$ cat config.mk
export PLATFORM = sky130hd
export DESIGN_NAME = dec_zone_pack_conv
export DESIGN_NICKNAME = d
export VERILOG_FILES = /design/src/rtl/dec_conv_pkg.sv /design/src/rtl/dcv_sequencer.sv /design/src/rtl/dcv_src_store.sv /design/src/rtl/dcv_byte_gen.sv /design/src/rtl/dcv_dst_store.sv /design/src/rtl/dec_zone_pack_conv.sv
export SDC_FILE = /design/constraint.sdc
export NUM_CORES = 1
export LEC_CHECK = 0
export BUFFER_PORTS_ARGS = -buffer_cell sky130_fd_sc_hd__buf_2
export CORE_ASPECT_RATIO = 0.8
export CORE_MARGIN = 1
export CORE_UTILIZATION = 50
export CTS_CLUSTER_DIAMETER = 80
export DETAILED_ROUTE_END_ITERATION = 10
export GPL_TIMING_DRIVEN = 0
export PLACE_DENSITY = 0.77
export SETUP_SLACK_MARGIN = 0.4
export SKIP_CTS_REPAIR_TIMING = 1
export SYNTH_ARGS = -nofsm -noshare
export SYNTH_HDL_FRONTEND = slang
export SYNTH_SLANG_ARGS = --single-unit
$ cat constraint.sdc
create_clock -name clk -period 3.7 [get_ports clk]
set_input_delay 0.74 -clock clk [delete_from_list [all_inputs] [get_ports clk]]
set_output_delay 0.74 -clock clk [all_outputs]
set_load 0.005 [all_outputs]
$ cat src/rtl/dec_conv_pkg.sv
package dec_conv_pkg;
  typedef enum logic {
    FN_PACK   = 1'b0,
    FN_UNPACK = 1'b1
  } conv_fn_e;

  localparam logic [3:0] ZONE_EBCDIC = 4'hF;
  localparam logic [3:0] ZONE_ASCII  = 4'h5;

  function automatic logic [7:0] nib_swap(input logic [7:0] b);
    return {b[3:0], b[7:4]};
  endfunction
endpackage

$ cat src/rtl/dcv_sequencer.sv
module dcv_sequencer
  import dec_conv_pkg::*;
#(
  parameter int LEN_W = 4
) (
  input  logic             clk,
  input  logic             rst_n,
  input  logic             start,
  input  logic             fn_in,
  input  logic             ascii_in,
  input  logic [LEN_W-1:0] dlen_in,
  output logic             load,
  output conv_fn_e         fn_q,
  output logic             ascii_q,
  output logic [LEN_W-1:0] idx,
  output logic             wr_en,
  output logic             done
);
  logic             busy;
  logic [LEN_W-1:0] dlen_q;
  logic             last;

  assign load  = start && !busy;
  assign wr_en = busy;
  assign last  = busy && (idx == dlen_q);

  always_ff @(posedge clk or negedge rst_n) begin
    if (!rst_n) begin
      busy    <= 1'b0;
      idx     <= '0;
      dlen_q  <= '0;
      fn_q    <= FN_PACK;
      ascii_q <= 1'b0;
      done    <= 1'b0;
    end else begin
      done <= last;
      if (load) begin
        busy    <= 1'b1;
        idx     <= '0;
        dlen_q  <= dlen_in;
        fn_q    <= conv_fn_e'(fn_in);
        ascii_q <= ascii_in;
      end else if (busy) begin
        if (last) busy <= 1'b0;
        else      idx  <= idx + 1'b1;
      end
    end
  end

  AST_DONE_PULSE: assert property (@(posedge clk) disable iff (!rst_n)
    done |=> !done);
  AST_IDX_BOUND: assert property (@(posedge clk) disable iff (!rst_n)
    busy |-> (idx <= dlen_q));
  AST_DONE_AFTER_LAST: assert property (@(posedge clk) disable iff (!rst_n)
    done |-> ($past(busy) && !busy));
  AST_BUSY_START_HELD: assert property (@(posedge clk) disable iff (!rst_n)
    (start && busy) |=> ($stable(dlen_q) && $stable(fn_q) && $stable(ascii_q)));
endmodule

$ cat src/rtl/dcv_src_store.sv
module dcv_src_store #(
  parameter int MAX_BYTES = 16,
  parameter int LEN_W     = 4,
  parameter int RIDX_W    = LEN_W + 1
) (
  input  logic                   clk,
  input  logic                   rst_n,
  input  logic                   load,
  input  logic [MAX_BYTES*8-1:0] src_flat,
  input  logic [LEN_W-1:0]       src_len,
  input  logic [RIDX_W-1:0]      rd_idx_a,
  input  logic [RIDX_W-1:0]      rd_idx_b,
  output logic [7:0]             byte_a,
  output logic [7:0]             byte_b
);
  logic [7:0]       mem [MAX_BYTES];
  logic [LEN_W-1:0] len_q;

  always_ff @(posedge clk or negedge rst_n) begin
    if (!rst_n) begin
      len_q <= '0;
      for (int i = 0; i < MAX_BYTES; i++) mem[i] <= 8'h00;
    end else if (load) begin
      len_q <= src_len;
      for (int i = 0; i < MAX_BYTES; i++) mem[i] <= src_flat[i*8 +: 8];
    end
  end

  // Indices past the captured length read as zero digits.
  always_comb begin
    byte_a = 8'h00;
    byte_b = 8'h00;
    if (rd_idx_a <= {1'b0, len_q}) byte_a = mem[rd_idx_a[LEN_W-1:0]];
    if (rd_idx_b <= {1'b0, len_q}) byte_b = mem[rd_idx_b[LEN_W-1:0]];
  end

  AST_LEN_FITS: assert property (@(posedge clk) disable iff (!rst_n)
    (len_q <= LEN_W'(MAX_BYTES - 1)));
endmodule

$ cat src/rtl/dcv_byte_gen.sv
module dcv_byte_gen
  import dec_conv_pkg::*;
#(
  parameter int LEN_W  = 4,
  parameter int RIDX_W = LEN_W + 1
) (
  input  conv_fn_e          fn,
  input  logic              ascii,
  input  logic [LEN_W-1:0]  idx,
  input  logic [7:0]        byte_a,
  input  logic [7:0]        byte_b,
  output logic [RIDX_W-1:0] rd_idx_a,
  output logic [RIDX_W-1:0] rd_idx_b,
  output logic [7:0]        out_byte
);
  logic [RIDX_W-1:0] twice;
  logic [3:0]        zone;
  logic [3:0]        digit;

  assign twice = {idx, 1'b0};
  assign zone  = ascii ? ZONE_ASCII : ZONE_EBCDIC;

  always_comb begin
    rd_idx_a = '0;
    rd_idx_b = '0;
    digit    = 4'h0;
    out_byte = 8'h00;
    if (idx == '0) begin
      out_byte = nib_swap(byte_a);
    end else if (fn == FN_PACK) begin
      rd_idx_a = twice - 1'b1;
      rd_idx_b = twice;
      out_byte = {byte_b[3:0], byte_a[3:0]};
    end else begin
      if (idx[0]) begin
        rd_idx_a = (RIDX_W'(idx) + 1'b1) >> 1;
        digit    = byte_a[3:0];
      end else begin
        rd_idx_a = RIDX_W'(idx) >> 1;
        digit    = byte_a[7:4];
      end
      out_byte = {zone, digit};
    end
  end
endmodule

$ cat src/rtl/dcv_dst_store.sv
module dcv_dst_store #(
  parameter int MAX_BYTES = 16,
  parameter int LEN_W     = 4
) (
  input  logic                   clk,
  input  logic                   rst_n,
  input  logic                   clear,
  input  logic                   wr_en,
  input  logic [LEN_W-1:0]       wr_idx,
  input  logic [7:0]             wr_byte,
  output logic [MAX_BYTES*8-1:0] dst_flat
);
  logic [7:0] mem [MAX_BYTES];

  always_ff @(posedge clk or negedge rst_n) begin
    if (!rst_n) begin
      for (int i = 0; i < MAX_BYTES; i++) mem[i] <= 8'h00;
    end else if (clear) begin
      for (int i = 0; i < MAX_BYTES; i++) mem[i] <= 8'h00;
    end else if (wr_en) begin
      mem[wr_idx] <= wr_byte;
    end
  end

  for (genvar g = 0; g < MAX_BYTES; g++) begin : g_flat
    assign dst_flat[g*8 +: 8] = mem[g];
  end

  AST_CLEAR_NOT_DURING_WRITE: assert property (@(posedge clk) disable iff (!rst_n)
    wr_en |-> !clear);
endmodule

$ cat src/rtl/dec_zone_pack_conv.sv
module dec_zone_pack_conv
  import dec_conv_pkg::*;
#(
  parameter int MAX_BYTES = 16,
  parameter int LEN_W     = $clog2(MAX_BYTES)
) (
  input  logic                   clk,
  input  logic                   rst_n,
  input  logic                   start,
  input  logic                   fn_unpack,
  input  logic                   ascii_mode,
  input  logic [LEN_W-1:0]       dst_len,
  input  logic [LEN_W-1:0]       src_len,
  input  logic [MAX_BYTES*8-1:0] src_bytes,
  output logic [MAX_BYTES*8-1:0] dst_bytes,
  output logic                   done
);
  localparam int RIDX_W = LEN_W + 1;

  logic              load;
  conv_fn_e          fn_q;
  logic              ascii_q;
  logic [LEN_W-1:0]  idx;
  logic              wr_en;
  logic [RIDX_W-1:0] rd_idx_a, rd_idx_b;
  logic [7:0]        byte_a, byte_b, out_byte;

  dcv_sequencer #(.LEN_W(LEN_W)) u_seq (
    .clk(clk), .rst_n(rst_n), .start(start), .fn_in(fn_unpack),
    .ascii_in(ascii_mode), .dlen_in(dst_len), .load(load), .fn_q(fn_q),
    .ascii_q(ascii_q), .idx(idx), .wr_en(wr_en), .done(done)
  );

  dcv_src_store #(.MAX_BYTES(MAX_BYTES), .LEN_W(LEN_W), .RIDX_W(RIDX_W)) u_src (
    .clk(clk), .rst_n(rst_n), .load(load), .src_flat(src_bytes),
    .src_len(src_len), .rd_idx_a(rd_idx_a), .rd_idx_b(rd_idx_b),
    .byte_a(byte_a), .byte_b(byte_b)
  );

  dcv_byte_gen #(.LEN_W(LEN_W), .RIDX_W(RIDX_W)) u_gen (
    .fn(fn_q), .ascii(ascii_q), .idx(idx), .byte_a(byte_a), .byte_b(byte_b),
    .rd_idx_a(rd_idx_a), .rd_idx_b(rd_idx_b), .out_byte(out_byte)
  );

  dcv_dst_store #(.MAX_BYTES(MAX_BYTES), .LEN_W(LEN_W)) u_dst (
    .clk(clk), .rst_n(rst_n), .clear(load), .wr_en(wr_en), .wr_idx(idx),
    .wr_byte(out_byte), .dst_flat(dst_bytes)
  );

  AST_ZONE_ON_UNPACK: assert property (@(posedge clk) disable iff (!rst_n)
    (wr_en && fn_q == FN_UNPACK && idx != '0) |=>
      (dst_bytes[$past(idx)*8 + 4 +: 4] == (ascii_q ? 4'h5 : 4'hF)));
endmodule

==> out/results.env, run 1 <==
SYN-NUM-NETS=1554
STATIC-LEAKAGE-POWER_nW=8.92
SYNTH_AREA_LEADER_CELL='sky130_fd_sc_hd__dfrtp_1'
HOLD_VIOLATIONS=0
SETUP.WORST_PATH.END_CLASS='flop'
CRIT_TYPE='flop to flop'
NUMBER_OF_BUFFERS_BETWEEN_CLOCK_ROOT_AND_THE_DEEPEST_SINK=3
WORST_EP_REQUIRED_TIME_NS=4.16
HTREE_LEVELS=1
POWER.DENSITY_mW_PER_MM2=1120
ROUTE.ANTENNA.REMAINING_NETS=0
CLOCK_TREE.ROOT_CELL='sky130_fd_sc_hd__clkbuf_16'
DETAILEDROUTE.FIRSTITERATIONVIOLATIONS=1377
DRT-VIAS-PER-INSTANCE=5.83
RSZ0062_AT_GRT='yes'
SYNTH_AREA_MM2=0.0131
GROUTE.USAGE.OVERALL=0.308
SYN_INST=1402
SYNTH_SEQ_CELLS=272
FIN_TNS_SETUP_NS=-0.206
SYNTH_ENABLE_FLOP_CELLS=0
P_CLK_FRAC=0.152
WORST_HOLD_PATH_TYPE='primary input to asynchronous set/reset pin'
DIE_WD_UM=183
REPORT.FINAL.SETUP_VIOL=11
NET-SWITCHING-POWER_mW=8.78
WORST_SLEW_MARGIN_REL=0.0246
DIE_H_UM=147
FINAL_LAYOUT_SIZE_SUFFIX_GT1_FRAC=0.298
MIN_PERIOD_OVER_PERIOD=1.01
TIMING.FINAL.WS_SETUP_NS=-0.0463
MOSTFREQUENTLAYOUTCELL='sky130_fd_sc_hd__nand2_1'
SLEW_VIOLATIONS=0
SHARE_SEQ_OF_TOTAL_POWER=0.258
SYNTH.AVG_CELL_AREA_UM2=9.35
SYNTH.YOSYS.SEQ_AREA_SHARE=0.519
OUTCOME='finished, violations left'
POSTROUTEWIRELENGTH_UM=43400
POST_SYNTH_TOP_FLOP='sky130_fd_sc_hd__dfrtp_1'
WORST-ENDPOINT-ARRIVAL_NS=4.21
GRT_FIRST_PASS_WIRELENGTH_UM=64000
ANTENNA_FOUND_INITIAL=1
CAP_VIOLATIONS=0
HIGHEST_COUNT_CELLS_IN_THE_LAYOUT_IGNORING_FILL_AND_TAPS='458 x sky130_fd_sc_hd__nand2_1, 276 x sky130_fd_sc_hd__buf_2, 271 x sky130_fd_sc_hd__dfrtp_1, 79 x sky130_fd_sc_hd__mux2i_1, 75 x sky130_fd_sc_hd__nand3_1'
POWER_FRAC_COMB=0.590
FLOORPLAN.CORE_AREA_MM2=0.0255
FIN_CRIT_NS=3.75
BUFFER_PORTS.INSERTED=269
DETAIL_ROUTE.DRC_VIOLATIONS=0
POST_DRT_WL_PER_CELL_UM=20.4
CP-START-KIND='flop'
DIE_AREA_MM2=0.0269
GRT_REMAINING_OVERFLOW=0
MAX-VDD-IR-DROP_V=0.000725
CTS_BUFFERS=28
SYNTHDOMINANTCELLAREASHARE=0.519
TRITONCTS='built'
GRT_START_MAX_NET_PINS=124
FAILED_CHECKS='negative setup slack'
WORST-SLEW-PIN-TRANSITION_NS=1.46
CTS.SINKS=272
YS_TOP_CELLS_BY_AREA='sky130_fd_sc_hd__dfrtp_1 52%, sky130_fd_sc_hd__nand2_1 13%, sky130_fd_sc_hd__mux2i_1 6.0%'
LAYOUT-AREA-OVERHEAD-VS-SYNTH_PCT=29.8
FIN_NETS=1901
GRT_PASS1_VIAS=11400
PLACE_HPWL_UM=30600
SKEW_NS=0.0111
SW_FRAC_OF_TOTAL=0.463
POWER_REPORT.INTERNAL_TOTAL_mW=10.2
LENGTH_OF_THE_FIRST_DETAILED_ROUTING_PASS_IN_ITERATIONS=5
PLACE.GP.CONGESTION=0.984
CLOCK.FMAX_MHz=267
POSTLAYOUTCELLAREA_MM2=0.0170
FLOORPLAN.IO_PINS=270
PATH_CLK_SLEW_NS=0.07
YOSYSWARNINGS=0
ASYNCSETRESETFLOPFRACSYNTH=1.00
ROUTED-VIA-COUNT=12400
CLKLATENCYLATEPIN_NS=0.55
YOSYS.CELL_TYPES.COUNT=57
INITIAL_CORE_UTIL=0.514
PLACEMENTROWS=52
PLACEMENT.CELL_AREA_MM2=0.0151
CRIT_FANOUT=6
## per-stage QoR
stage	power, mW	utilization	hold slack (ns)	worst slack (ns)	instances
detailed placement	13.6	0.593	0.461	-0.627	2024
global route	19.8	0.667	0.0767	-0.132	2123
global placement	13.4	0.590	0.457	-2.97	2022
finish	19.0	0.667	0.0635	-0.0463	2123
CTS	16.5	0.630	0.0575	-0.646	2076
floorplan	10.6	-	0.440	0.160	1402
## worst paths after layout
check / from / end / slack (ns) / cells past startpoint
max in group asynchronous: rst_n / u_seq.dlen_q[1]$_DFFE_PN0P_ / 2.72 / 2
worst max register to register: u_seq.idx[1]$_DFFE_PN0P_ / u_dst.dst_flat[51]$_DFFE_PN0P_ / -0.05 / 19
worst max-delay path: u_seq.idx[1]$_DFFE_PN0P_ / u_dst.dst_flat[51]$_DFFE_PN0P_ / -0.05 / 19
worst min register to register: u_dst.dst_flat[118]$_DFFE_PN0P_ / u_dst.dst_flat[118]$_DFFE_PN0P_ / 0.47 / 1
min in group clk: src_bytes[70] / u_src.mem[62]$_DFFE_PN0P_ / 0.38 / 3
worst min-delay path: rst_n / u_dst.dst_flat[100]$_DFFE_PN0P_ / 0.06 / 1
## critical path, stage by stage, from the launching register on
cell and delay [ns]:
sky130_fd_sc_hd__dfrtp_1 0.43, sky130_fd_sc_hd__buf_6 0.16, sky130_fd_sc_hd__inv_6 0.06, sky130_fd_sc_hd__ha_4 0.14, sky130_fd_sc_hd__buf_8 0.10, sky130_fd_sc_hd__nor2b_4 0.15, sky130_fd_sc_hd__o31ai_2 0.06, sky130_fd_sc_hd__a22o_1 0.26
sky130_fd_sc_hd__buf_6 0.14, sky130_fd_sc_hd__buf_12 0.12, sky130_fd_sc_hd__buf_12 0.13, sky130_fd_sc_hd__ha_4 0.21, sky130_fd_sc_hd__nor2b_4 0.11, sky130_fd_sc_hd__o21a_1 0.16, sky130_fd_sc_hd__o21a_1 0.18, sky130_fd_sc_hd__o21a_4 0.23
sky130_fd_sc_hd__or2_4 0.24, sky130_fd_sc_hd__buf_6 0.13, sky130_fd_sc_hd__or3_4 0.42, sky130_fd_sc_hd__o221ai_4 0.21
## layer usage
layer  vias to the layer above  GRT usage  wire length (um)
li1                       5519          -                 -
met1                      5982      0.454             18400
met4                         2     0.0954              1500
met5                         -          0                64
met2                       756      0.457             18900
met3                       119     0.0645              4430
## cells in the mapped netlist (all sizes together) (8+ instances only)
library cell and count:
o211ai 41, nand3 78, mux2 35, buf 41, nor4 8, dfrtp 272, o21ai 85, inv 13
mux2i 79, nor2 50, nor3 10, nand2 466, ha 11, o221ai 17, a21o 46, o22ai 17
clkbuf 49, a21oi 29
## registers in the layout, indices dropped and copies added (netlist names)
name            flops
u_dst.dst_flat    128
u_src.mem         128
u_seq.dlen_q        4
u_seq.idx           4
u_src.len_q         4
u_seq.ascii_q       1
u_seq.done          1
u_seq.fn_q          1
u_seq.wr_en         1
## power groups by stage
| stage | sequential (mW) | clock, mW | combinational, mW |
|---|---|---|---|
| floorplan | 4.70 | 0 | 5.89 |
| global placement | 4.86 | 0 | 8.50 |
| detailed placement | 4.90 | 0 | 8.69 |
| CTS | 4.86 | 2.90 | 8.76 |
| global route | 5.00 | 3.02 | 11.8 |
| finish | 4.89 | 2.89 | 11.2 |
## cell families (layout without fill, tap and decap cells)
family	count (synthesis)	in the layout	share of synthesized area
AND/OR/NAND/NOR	638	638	0.201
adder cells (fa/ha/maj)	11	11	0.0105
multiplexers	114	114	0.0916
AO/OA/AOI/OAI	260	260	0.132
XOR/XNOR	4	4	0.00267
buffers and inverters	103	472	0.0429
other	0	1	0
flip-flops	272	272	0.519
## final cells by class
cell class                      count  area [um^2]
Fill cell                        2082         8500
Sequential cell                   272         6810
Multi-Input combinational cell   1027         6350
Timing Repair Buffer              317         1830
Clock buffer                       40          847
Buffer                             90          573
Tap cell                          351          439
Clock inverter                     12         97.6
Inverter                           13         58.8
Antenna cell                        1         2.50
No activity file was read; power rests on OpenSTA's default activity.
==> run 2: changes to the inputs <==
--- a/config.mk
+++ b/config.mk
@@ -5,15 +5,15 @@
 export SDC_FILE = /design/constraint.sdc
 export NUM_CORES = 1
 export LEC_CHECK = 0
+export ABC_AREA = 1
 export BUFFER_PORTS_ARGS = -buffer_cell sky130_fd_sc_hd__buf_2
-export CORE_ASPECT_RATIO = 0.8
 export CORE_MARGIN = 1
 export CORE_UTILIZATION = 50
 export CTS_CLUSTER_DIAMETER = 80
 export DETAILED_ROUTE_END_ITERATION = 10
 export GPL_TIMING_DRIVEN = 0
 export PLACE_DENSITY = 0.77
-export SETUP_SLACK_MARGIN = 0.4
+export SETUP_SLACK_MARGIN = 0.3
 export SKIP_CTS_REPAIR_TIMING = 1
 export SYNTH_ARGS = -nofsm -noshare
 export SYNTH_HDL_FRONTEND = slang
==> run 2 against run 1 <==
The run now ends clean. Cell area down 6.1%. Synthesized cell count up 17%. Synthesized area down 1.1%. Sequential power down 2%. Power down 6.0%. Die area down 1.1%. Register-to-register slack better by 0.45 ns. Clock skew down 0.00079 ns. Largest cell class unchanged. Largest power group unchanged.
==> out/results.env, run 2 <==
OUTCOME='complete, no violations'
YOSYSWARNINGS=0  # unchanged
PATH_CLK_SLEW_NS=0.06  # about the same
NET-SWITCHING-POWER_mW=8.71  # -0.84%
HTREE_LEVELS=1  # unchanged
PLACE.GP.CONGESTION=0.962  # -2.2%
PLACE_WORST_SETUP_SLACK_NS=-0.336  # +0.290 ns
TRITONCTS='built'
WORST_R2R_PATH_DEPTH=20  # +1
CRIT_FANOUT=10  # +4
P_CLK_FRAC=0.166  # +0.014
POST_SYNTH_TOP_FLOP='sky130_fd_sc_hd__dfrtp_1'
FLOORPLAN.CORE_AREA_MM2=0.0253  # -0.70%
DRT-VIAS-PER-INSTANCE=5.47  # -6.1%
YOSYS.CELL_TYPES.COUNT=30  # -47%
PLACEMENTROWS=58  # +12%
SYNTH_AREA_LEADER_CELL='sky130_fd_sc_hd__dfrtp_1'
WORST_EP_REQUIRED_TIME_NS=4.14  # -0.02 ns
LAYOUT-AREA-OVERHEAD-VS-SYNTH_PCT=23.1
CTS_BUFFERS=30  # +7.1%
ASYNCSETRESETFLOPFRACSYNTH=1.00  # unchanged
MOSTFREQUENTLAYOUTCELL='sky130_fd_sc_hd__nand2_1'
DETAILEDROUTE.FIRSTITERATIONVIOLATIONS=1371  # -0.44%
SYN-NUM-NETS=1789  # +15%
SLEW_VIOLATIONS=0  # unchanged
CLKLATENCYLATEPIN_NS=0.55  # about the same
TIMING.FINAL.WS_SETUP_NS=0.409  # +0.455 ns
HIGHEST_COUNT_CELLS_IN_THE_LAYOUT_IGNORING_FILL_AND_TAPS='745 x sky130_fd_sc_hd__nand2_1, 286 x sky130_fd_sc_hd__buf_2, 271 x sky130_fd_sc_hd__dfrtp_1, 231 x sky130_fd_sc_hd__nand3_1, 92 x sky130_fd_sc_hd__o21ai_0'
GRT_REMAINING_OVERFLOW=0  # unchanged
CAP_VIOLATIONS=0  # unchanged
GRT_FIRST_PASS_WIRELENGTH_UM=66200  # +3.4%
FINAL_CORE_UTIL=0.630  # -0.0364
POWER_FRAC_COMB=0.565  # -0.025
STATIC-LEAKAGE-POWER_nW=8.93  # about the same
POWER_REPORT.INTERNAL_TOTAL_mW=9.12  # -10%
FINAL-INSTANCE-COUNT-EXCL-FILL=2302  # +8.4%
SYN_INST=1637  # +17%
DIE_AREA_MM2=0.0266  # -1.1%
WORST-ENDPOINT-ARRIVAL_NS=3.73  # -0.48 ns
CRIT_TYPE='flop to flop'
NUMBER_OF_BUFFERS_BETWEEN_CLOCK_ROOT_AND_THE_DEEPEST_SINK=3  # unchanged
CTS.SINKS=272  # unchanged
GROUTE.USAGE.OVERALL=0.325  # +0.0167
PLACE_HPWL_UM=31100  # +1.8%
INITIAL_CORE_UTIL=0.512  # -0.00188
CLOCK_TREE.ROOT_CELL='sky130_fd_sc_hd__clkbuf_16'
ANTENNA_FOUND_INITIAL=0  # -1
SYNTH_COMMONEST_CELLS='747 x sky130_fd_sc_hd__nand2_1, 272 x sky130_fd_sc_hd__dfrtp_1, 234 x sky130_fd_sc_hd__nand3_1'
MAX-VDD-IR-DROP_V=0.000520  # -28%
REPORT.FINAL.SETUP_VIOL=0  # -11
FIN_NETS=2103  # +11%
MULTIINPUTGATEAREA_MM2=0.00541  # -15%
FIN_HOLD_WS_NS=0.132  # +0.0683 ns
HOLD_VIOLATIONS=0  # unchanged
SYNTHDOMINANTCELLAREASHARE=0.525  # +0.00557
WORST-SLEW-PIN-TRANSITION_NS=1.23  # -0.235 ns
SYNTH_SEQ_CELLS=272  # unchanged
LENGTH_OF_THE_FIRST_DETAILED_ROUTING_PASS_IN_ITERATIONS=7  # +2
BUFFER_PORTS.INSERTED=269  # unchanged
GRT_START_MAX_NET_PINS=104  # -16%
DIE_H_UM=163  # +11%
FINAL_LAYOUT_SIZE_SUFFIX_GT1_FRAC=0.218  # -0.0795
SEQCELLAREA_MM2=0.00681  # unchanged
ROUTE.ANTENNA.REMAINING_NETS=0  # unchanged
POSTROUTEWIRELENGTH_UM=42700  # -1.6%
PLACE.DETAILED.INSTANCES=2238  # +11%
WORST_HOLD_PATH_TYPE='primary input to asynchronous set/reset pin'
SETUP.WORST_PATH.END_CLASS='flop'
DETAIL_ROUTE.DRC_VIOLATIONS=0  # unchanged
POST_DRT_WL_PER_CELL_UM=18.5  # -9.2%
MIN_PERIOD_OVER_PERIOD=0.890  # -0.123
GRT_PASS1_VIAS=12500  # +9.4%
FLOORPLAN.IO_PINS=270  # unchanged
DIE_WD_UM=163  # -11%
SYNTH_AREA_MM2=0.0130  # -1.1%
FIN_TNS_SETUP_NS=0  # +0.206 ns
CP-START-KIND='flop'
POWER.DENSITY_mW_PER_MM2=1120  # +0.14%
SYNTH.AVG_CELL_AREA_UM2=7.92  # -15%
SHARE_SEQ_OF_TOTAL_POWER=0.269  # +0.011
SKEW_NS=0.0104  # -0.000787 ns
YS_TOP_CELLS_BY_AREA='sky130_fd_sc_hd__dfrtp_1 53%, sky130_fd_sc_hd__nand2_1 22%, sky130_fd_sc_hd__nand3_1 9.0%'
FIN_CRIT_NS=3.29  # -0.455 ns
SYNTH_ENABLE_FLOP_CELLS=0  # unchanged
SW_FRAC_OF_TOTAL=0.489  # +0.0253
SYNTH.YOSYS.SEQ_AREA_SHARE=0.525  # +0.00557
CLOCK.FMAX_MHz=304  # +14%
ROUTED-VIA-COUNT=12600  # +1.8%
NFILLCELLS=2199  # +5.6%
SYNTH_MOST_COMMON_CELL='sky130_fd_sc_hd__nand2_1'
ANTENNA_DIODE_COUNT=0  # -1
RSZ0062_AT_GRT='yes'
WORST_SLEW_MARGIN_REL=0.174  # +0.149
==> run 2: final cells by class <==
cell class | count | area share
Buffer | 83 | 0.0328
Clock buffer | 42 | 0.0537
Clock inverter | 11 | 0.00760
Inverter | 88 | 0.0209
Multi-Input combinational cell | 1194 | 0.339
Sequential cell | 272 | 0.426
Tap cell | 330 | 0.0259
Timing Repair Buffer | 282 | 0.0941
==> run 2: per-stage QoR <==
step	power, mW	instance area, um^2
2_1_floorplan	10.7	13000
4_1_cts	17.0	15800
3_3_place_gp	13.8	14700
5_1_grt	18.9	16000
3_5_place_dp	14.0	14800
6_report	17.8	16000
==> run 2: kinds of logic (layout without fill, tap and decap cells) <==
kind of cell,Yosys count,count (layout),share of synthesized area
AOI/OAI and AO/OA,116,116,0.0488
xor gates and xnor gates,4,4,0.00270
adders and majority gates,11,11,0.0106
DFF,272,272,0.525
and+or+nand+nor,1063,1063,0.349
buffers and inverters,171,506,0.0638
==> run 2: worst max-delay path, stage by stage (launching register included) <==
cell and delay, ns:
sky130_fd_sc_hd__dfrtp_1 0.42, sky130_fd_sc_hd__buf_4 0.19, sky130_fd_sc_hd__inv_2 0.09, sky130_fd_sc_hd__ha_4 0.15, sky130_fd_sc_hd__nand2_1 0.07, sky130_fd_sc_hd__nand2_1 0.10
sky130_fd_sc_hd__nand2_2 0.09, sky130_fd_sc_hd__nand2_2 0.08, sky130_fd_sc_hd__nand2_4 0.11, sky130_fd_sc_hd__buf_8 0.15, sky130_fd_sc_hd__ha_1 0.26, sky130_fd_sc_hd__nand2_1 0.06
sky130_fd_sc_hd__o21ai_1 0.13, sky130_fd_sc_hd__o21ai_1 0.09, sky130_fd_sc_hd__nand2_1 0.14, sky130_fd_sc_hd__clkinvlp_4 0.25, sky130_fd_sc_hd__nand3_1 0.25, sky130_fd_sc_hd__nand2_2 0.18
sky130_fd_sc_hd__buf_6 0.20, sky130_fd_sc_hd__nand3_1 0.09, sky130_fd_sc_hd__nand2_1 0.06
==> run 2: path summary, 6_finish.rpt <==
| check | start | end | slack (ns) |
|---|---|---|---|
| worst max-delay path | u_seq.idx[1]$_DFFE_PN0P_ | u_dst.dst_flat[64]$_DFFE_PN0P_ | 0.41 |
| worst min-delay path | rst_n | u_src.mem[31]$_DFFE_PN0P_ | 0.13 |
| worst max register to register | u_seq.idx[1]$_DFFE_PN0P_ | u_dst.dst_flat[64]$_DFFE_PN0P_ | 0.41 |
| worst min register to register | u_dst.dst_flat[119]$_DFFE_PN0P_ | u_dst.dst_flat[119]$_DFFE_PN0P_ | 0.47 |
| max in group asynchronous | rst_n | u_seq.idx[0]$_DFFE_PN0P_ | 2.17 |
| min in group clk | src_bytes[23] | u_src.mem[111]$_DFFE_PN0P_ | 0.38 |
==> run 2: power groups by stage <==
stage	logic [mW]	clock network (mW)	registers (mW)
finish	10.1	2.97	4.79
global route	10.9	3.12	4.88
CTS	9.28	2.98	4.76
detailed placement	9.21	0	4.79
global placement	9.04	0	4.77
floorplan	6.03	0	4.63
==> run 2: layer usage <==
layer  routed length [um]  global-route usage  up-vias  part of all wire
met1                18000               0.442     5982              0.42
met3                 3650              0.0566      118             0.086
met4                 1850               0.144        0             0.043
met2                19200               0.511      660              0.45
li1                     -                   -     5841                 -
met5                    0                   0        -                 0
==> run 3: changes to the inputs <==
--- a/config.mk
+++ b/config.mk
@@ -8,11 +8,11 @@
 export ABC_AREA = 1
 export BUFFER_PORTS_ARGS = -buffer_cell sky130_fd_sc_hd__buf_2
 export CORE_MARGIN = 1
-export CORE_UTILIZATION = 50
+export CORE_UTILIZATION = 54
 export CTS_CLUSTER_DIAMETER = 80
 export DETAILED_ROUTE_END_ITERATION = 10
 export GPL_TIMING_DRIVEN = 0
-export PLACE_DENSITY = 0.77
+export PLACE_DENSITY = 0.79
 export SETUP_SLACK_MARGIN = 0.3
 export SKIP_CTS_REPAIR_TIMING = 1
 export SYNTH_ARGS = -nofsm -noshare
==> constraint.sdc (replaced) <==
create_clock -name clk -period 4 [get_ports clk]
set_input_delay 0.8 -clock clk [delete_from_list [all_inputs] [get_ports clk]]
set_output_delay 0.8 -clock clk [all_outputs]
set_load 0.005 [all_outputs]
==> run 3 against run 2 <==
Cell area decreased by 0.97%. Maximum frequency down 6.3%. Final cell count fell by 0.78%. Largest cell class unchanged. Critical path type unchanged.
==> out/results.env, run 3 (synthesized netlist as in run 2, its figures left out) <==
CAP_VIOLATIONS=0  # unchanged
WORST-SLEW-PIN-TRANSITION_NS=1.28  # +0.0553 ns
FINAL_CORE_UTIL=0.671  # +0.0412
WORST_R2R_PATH_DEPTH=20  # unchanged
CRIT_PATH_CELL_CHAIN='clkbuf_2 -> inv_1 -> ha_2 -> nand2_1 -> nand2_1 -> nand2_1 -> nand2_1 -> nand2_4 -> buf_6 -> ha_1 -> nand2_1 -> o21ai_0 -> o21ai_0 -> nand2_1 -> clkinvlp_4 -> nand3_1 -> nand2_2 -> buf_6 -> nand3_1 -> nand2_1'
GROUTE.USAGE.OVERALL=0.351  # +0.0258
GRT_PASS1_VIAS=12200  # -2.5%
SLOWEST_STAGE='sky130_fd_sc_hd__dfrtp_1'
WORST-ENDPOINT-ARRIVAL_NS=3.93  # +0.20 ns
FINAL_LAYOUT_SIZE_SUFFIX_GT1_FRAC=0.213  # -0.00482
SLEW_VIOLATIONS=0  # unchanged
SETUP.WORST_PATH.END_CLASS='flop'
STATIC-LEAKAGE-POWER_nW=8.89  # -0.46%
POST_DRT_WL_PER_CELL_UM=18.3  # -1.1%
BUFFER_PORTS.INSERTED=269  # unchanged
HIGHEST_COUNT_CELLS_IN_THE_LAYOUT_IGNORING_FILL_AND_TAPS='747 x sky130_fd_sc_hd__nand2_1, 287 x sky130_fd_sc_hd__buf_2, 271 x sky130_fd_sc_hd__dfrtp_1, 231 x sky130_fd_sc_hd__nand3_1, 94 x sky130_fd_sc_hd__o21ai_0'
WORST_HOLD_PATH_TYPE='primary input to asynchronous set/reset pin'
WORST_EP_REQUIRED_TIME_NS=4.42  # +0.28 ns
CRIT_CELLS=20  # unchanged
FIN_CRIT_NS=3.51  # +0.220 ns
GRT_START_MAX_NET_PINS=123  # +18%
FIN_HOLD_WS_NS=0.172  # +0.0401 ns
CRIT_BUF_INV=5  # unchanged
FLOORPLAN.IO_PINS=270  # unchanged
WORST_SLEW_MARGIN_REL=0.138  # -0.0359
TIMING.FINAL.WS_SETUP_NS=0.489  # +0.0799 ns
GRT_REMAINING_OVERFLOW=0  # unchanged
SW_FRAC_OF_TOTAL=0.489  # +0.000868
DRT-VIAS-PER-INSTANCE=5.58  # +1.9%
INITIAL_CORE_UTIL=0.551  # +0.0388
CLKLATENCYLATEPIN_NS=0.55  # about the same
PLACE.DETAILED.INSTANCES=2227  # -0.49%
CRITICAL-PATH-TOP-CELL-BY-COUNT='sky130_fd_sc_hd__nand2_1'
R2R_START='u_seq.idx[1]$_DFFE_PN0P_'
SETUP.WORST_PATH.START='u_seq.idx[1]$_DFFE_PN0P_'
MOSTFREQUENTLAYOUTCELL='sky130_fd_sc_hd__nand2_1'
CRIT_FANOUT=10  # unchanged
DIE_WD_UM=157  # -3.7%
TRITONCTS='built'
REPORT.FINAL.SETUP_VIOL=0  # unchanged
PLACEMENTROWS=56  # -3.4%
FLOORPLAN.CORE_AREA_MM2=0.0235  # -7.0%
SEQCELLAREA_MM2=0.00681  # unchanged
OUTCOME='complete, no violations'
CRITICAL_PATH.MAX_STAGE_DELAY_NS=0.40  # -0.02 ns
CTS_BUFFERS=28  # -6.7%
POWER_REPORT.INTERNAL_TOTAL_mW=8.22  # -9.8%
NUMBER_OF_BUFFERS_BETWEEN_CLOCK_ROOT_AND_THE_DEEPEST_SINK=3  # unchanged
FINAL-INSTANCE-COUNT-EXCL-FILL=2284  # -0.78%
CP_TOP_FAMILY='simple AND/OR/NAND/NOR gates'
RSZ0062_AT_GRT='no'
POSTROUTEWIRELENGTH_UM=41900  # -1.9%
LENGTH_OF_THE_FIRST_DETAILED_ROUTING_PASS_IN_ITERATIONS=6  # -1
ROUTED-VIA-COUNT=12700  # +1.1%
MAX-VDD-IR-DROP_V=0.000526  # +1.1%
MIN_PERIOD_OVER_PERIOD=0.878  # -0.0117
GRT_FIRST_PASS_WIRELENGTH_UM=65700  # -0.79%
FIN_TNS_SETUP_NS=0  # unchanged
DETAIL_ROUTE.DRC_VIOLATIONS=0  # unchanged
MULTIINPUTGATEAREA_MM2=0.00535  # -0.97%
PATH_CLK_SLEW_NS=0.07  # about the same
DETAILEDROUTE.FIRSTITERATIONVIOLATIONS=1541  # +12%
ANTENNA_FOUND_INITIAL=0  # unchanged
P_CLK_FRAC=0.167  # about the same
PLACE_HPWL_UM=30800  # -1.1%
HOLD_VIOLATIONS=0  # unchanged
CRITPATHCAPTURE='u_dst.dst_flat[64]$_DFFE_PN0P_'
SHARE_SEQ_OF_TOTAL_POWER=0.275  # +0.006
FIN_NETS=2097  # -0.29%
POWER.DENSITY_mW_PER_MM2=1020  # -8.8%
LAYOUT-AREA-OVERHEAD-VS-SYNTH_PCT=21.9
DIE_H_UM=157  # -3.7%
R2R-END='u_dst.dst_flat[64]$_DFFE_PN0P_'
R2R_SETUP_SLACK_NS=0.49  # +0.08 ns
ANTENNA_DIODE_COUNT=0  # unchanged
POWER_FRAC_COMB=0.558  # -0.007
CP-START-KIND='flop'
NFILLCELLS=2006  # -8.8%
SKEW_NS=0.0257  # +0.0153 ns
NET-SWITCHING-POWER_mW=7.88  # -9.5%
PLACE.GP.CONGESTION=0.928  # -3.6%
CRIT_TYPE='flop to flop'
ROUTE.ANTENNA.REMAINING_NETS=0  # unchanged
PLACE_WORST_SETUP_SLACK_NS=-0.0332  # +0.303 ns
CLOCK.FMAX_MHz=285  # -6.3%
DIE_AREA_MM2=0.0246  # -7.3%
HTREE_LEVELS=1  # unchanged
CTS.SINKS=272  # unchanged
CLOCK_TREE.ROOT_CELL='sky130_fd_sc_hd__clkbuf_16'
[run 3: worst min-delay path by stage]
stage | end | slack [ns] | depth (start not counted)
3_3_place_gp | u_dst.dst_flat[76]$_DFFE_PN0P_ | 0.46 | 2
5_1_grt | u_src.mem[117]$_DFFE_PN0P_ | 0.20 | 1
2_1_floorplan | u_src.mem[119]$_DFFE_PN0P_ | 0.44 | 2
3_5_place_dp | u_dst.dst_flat[47]$_DFFE_PN0P_ | 0.46 | 2
4_1_cts | u_src.mem[80]$_DFFE_PN0P_ | 0.18 | 1
6_report | u_src.mem[80]$_DFFE_PN0P_ | 0.17 | 1
[run 3: final cells by class]
class                           instances  area share
Buffer                                 83      0.0315
Clock buffer                           44      0.0545
Clock inverter                          6     0.00570
Inverter                               88      0.0211
Multi-Input combinational cell       1194       0.339
Sequential cell                       272       0.431
Tap cell                              319      0.0252
Timing Repair Buffer                  278      0.0926
[run 3: layer usage]
metal	GRT usage	vias up	routed length, um	share of wire
li1	-	5855	-	-
met3	0.0608	118	4040	0.096
met5	0	-	0	0
met4	0.133	0	1660	0.040
met1	0.489	6009	17300	0.41
met2	0.549	757	18800	0.45
[run 3: worst register-to-register path: cells and delay by family (launching register included)]
family	cells	cell delay, ns
adder cells (fa/ha/maj)	2	0.51
AO/OA/AOI/OAI	2	0.26
flip-flops	1	0.40
AND/OR/NAND/NOR	11	1.31
buffers and inverters	5	0.91
[run 3: per-stage QoR]
stage | instance area [um^2] | power (mW)
finish | 15800 | 16.1
global route | 15800 | 17.1
CTS | 15700 | 15.7
detailed placement | 14800 | 13.0
global placement | 14700 | 12.8
floorplan | 13000 | 9.86
[run 3: power by group through the flow]
stage / Combinational, mW / Clock [mW] / Sequential (mW)
after floorplan: 5.58 / 0 / 4.29
after global placement: 8.37 / 0 / 4.41
after detailed placement: 8.54 / 0 / 4.43
after CTS: 8.59 / 2.69 / 4.40
after global routing: 9.83 / 2.80 / 4.51
final: 8.99 / 2.69 / 4.42
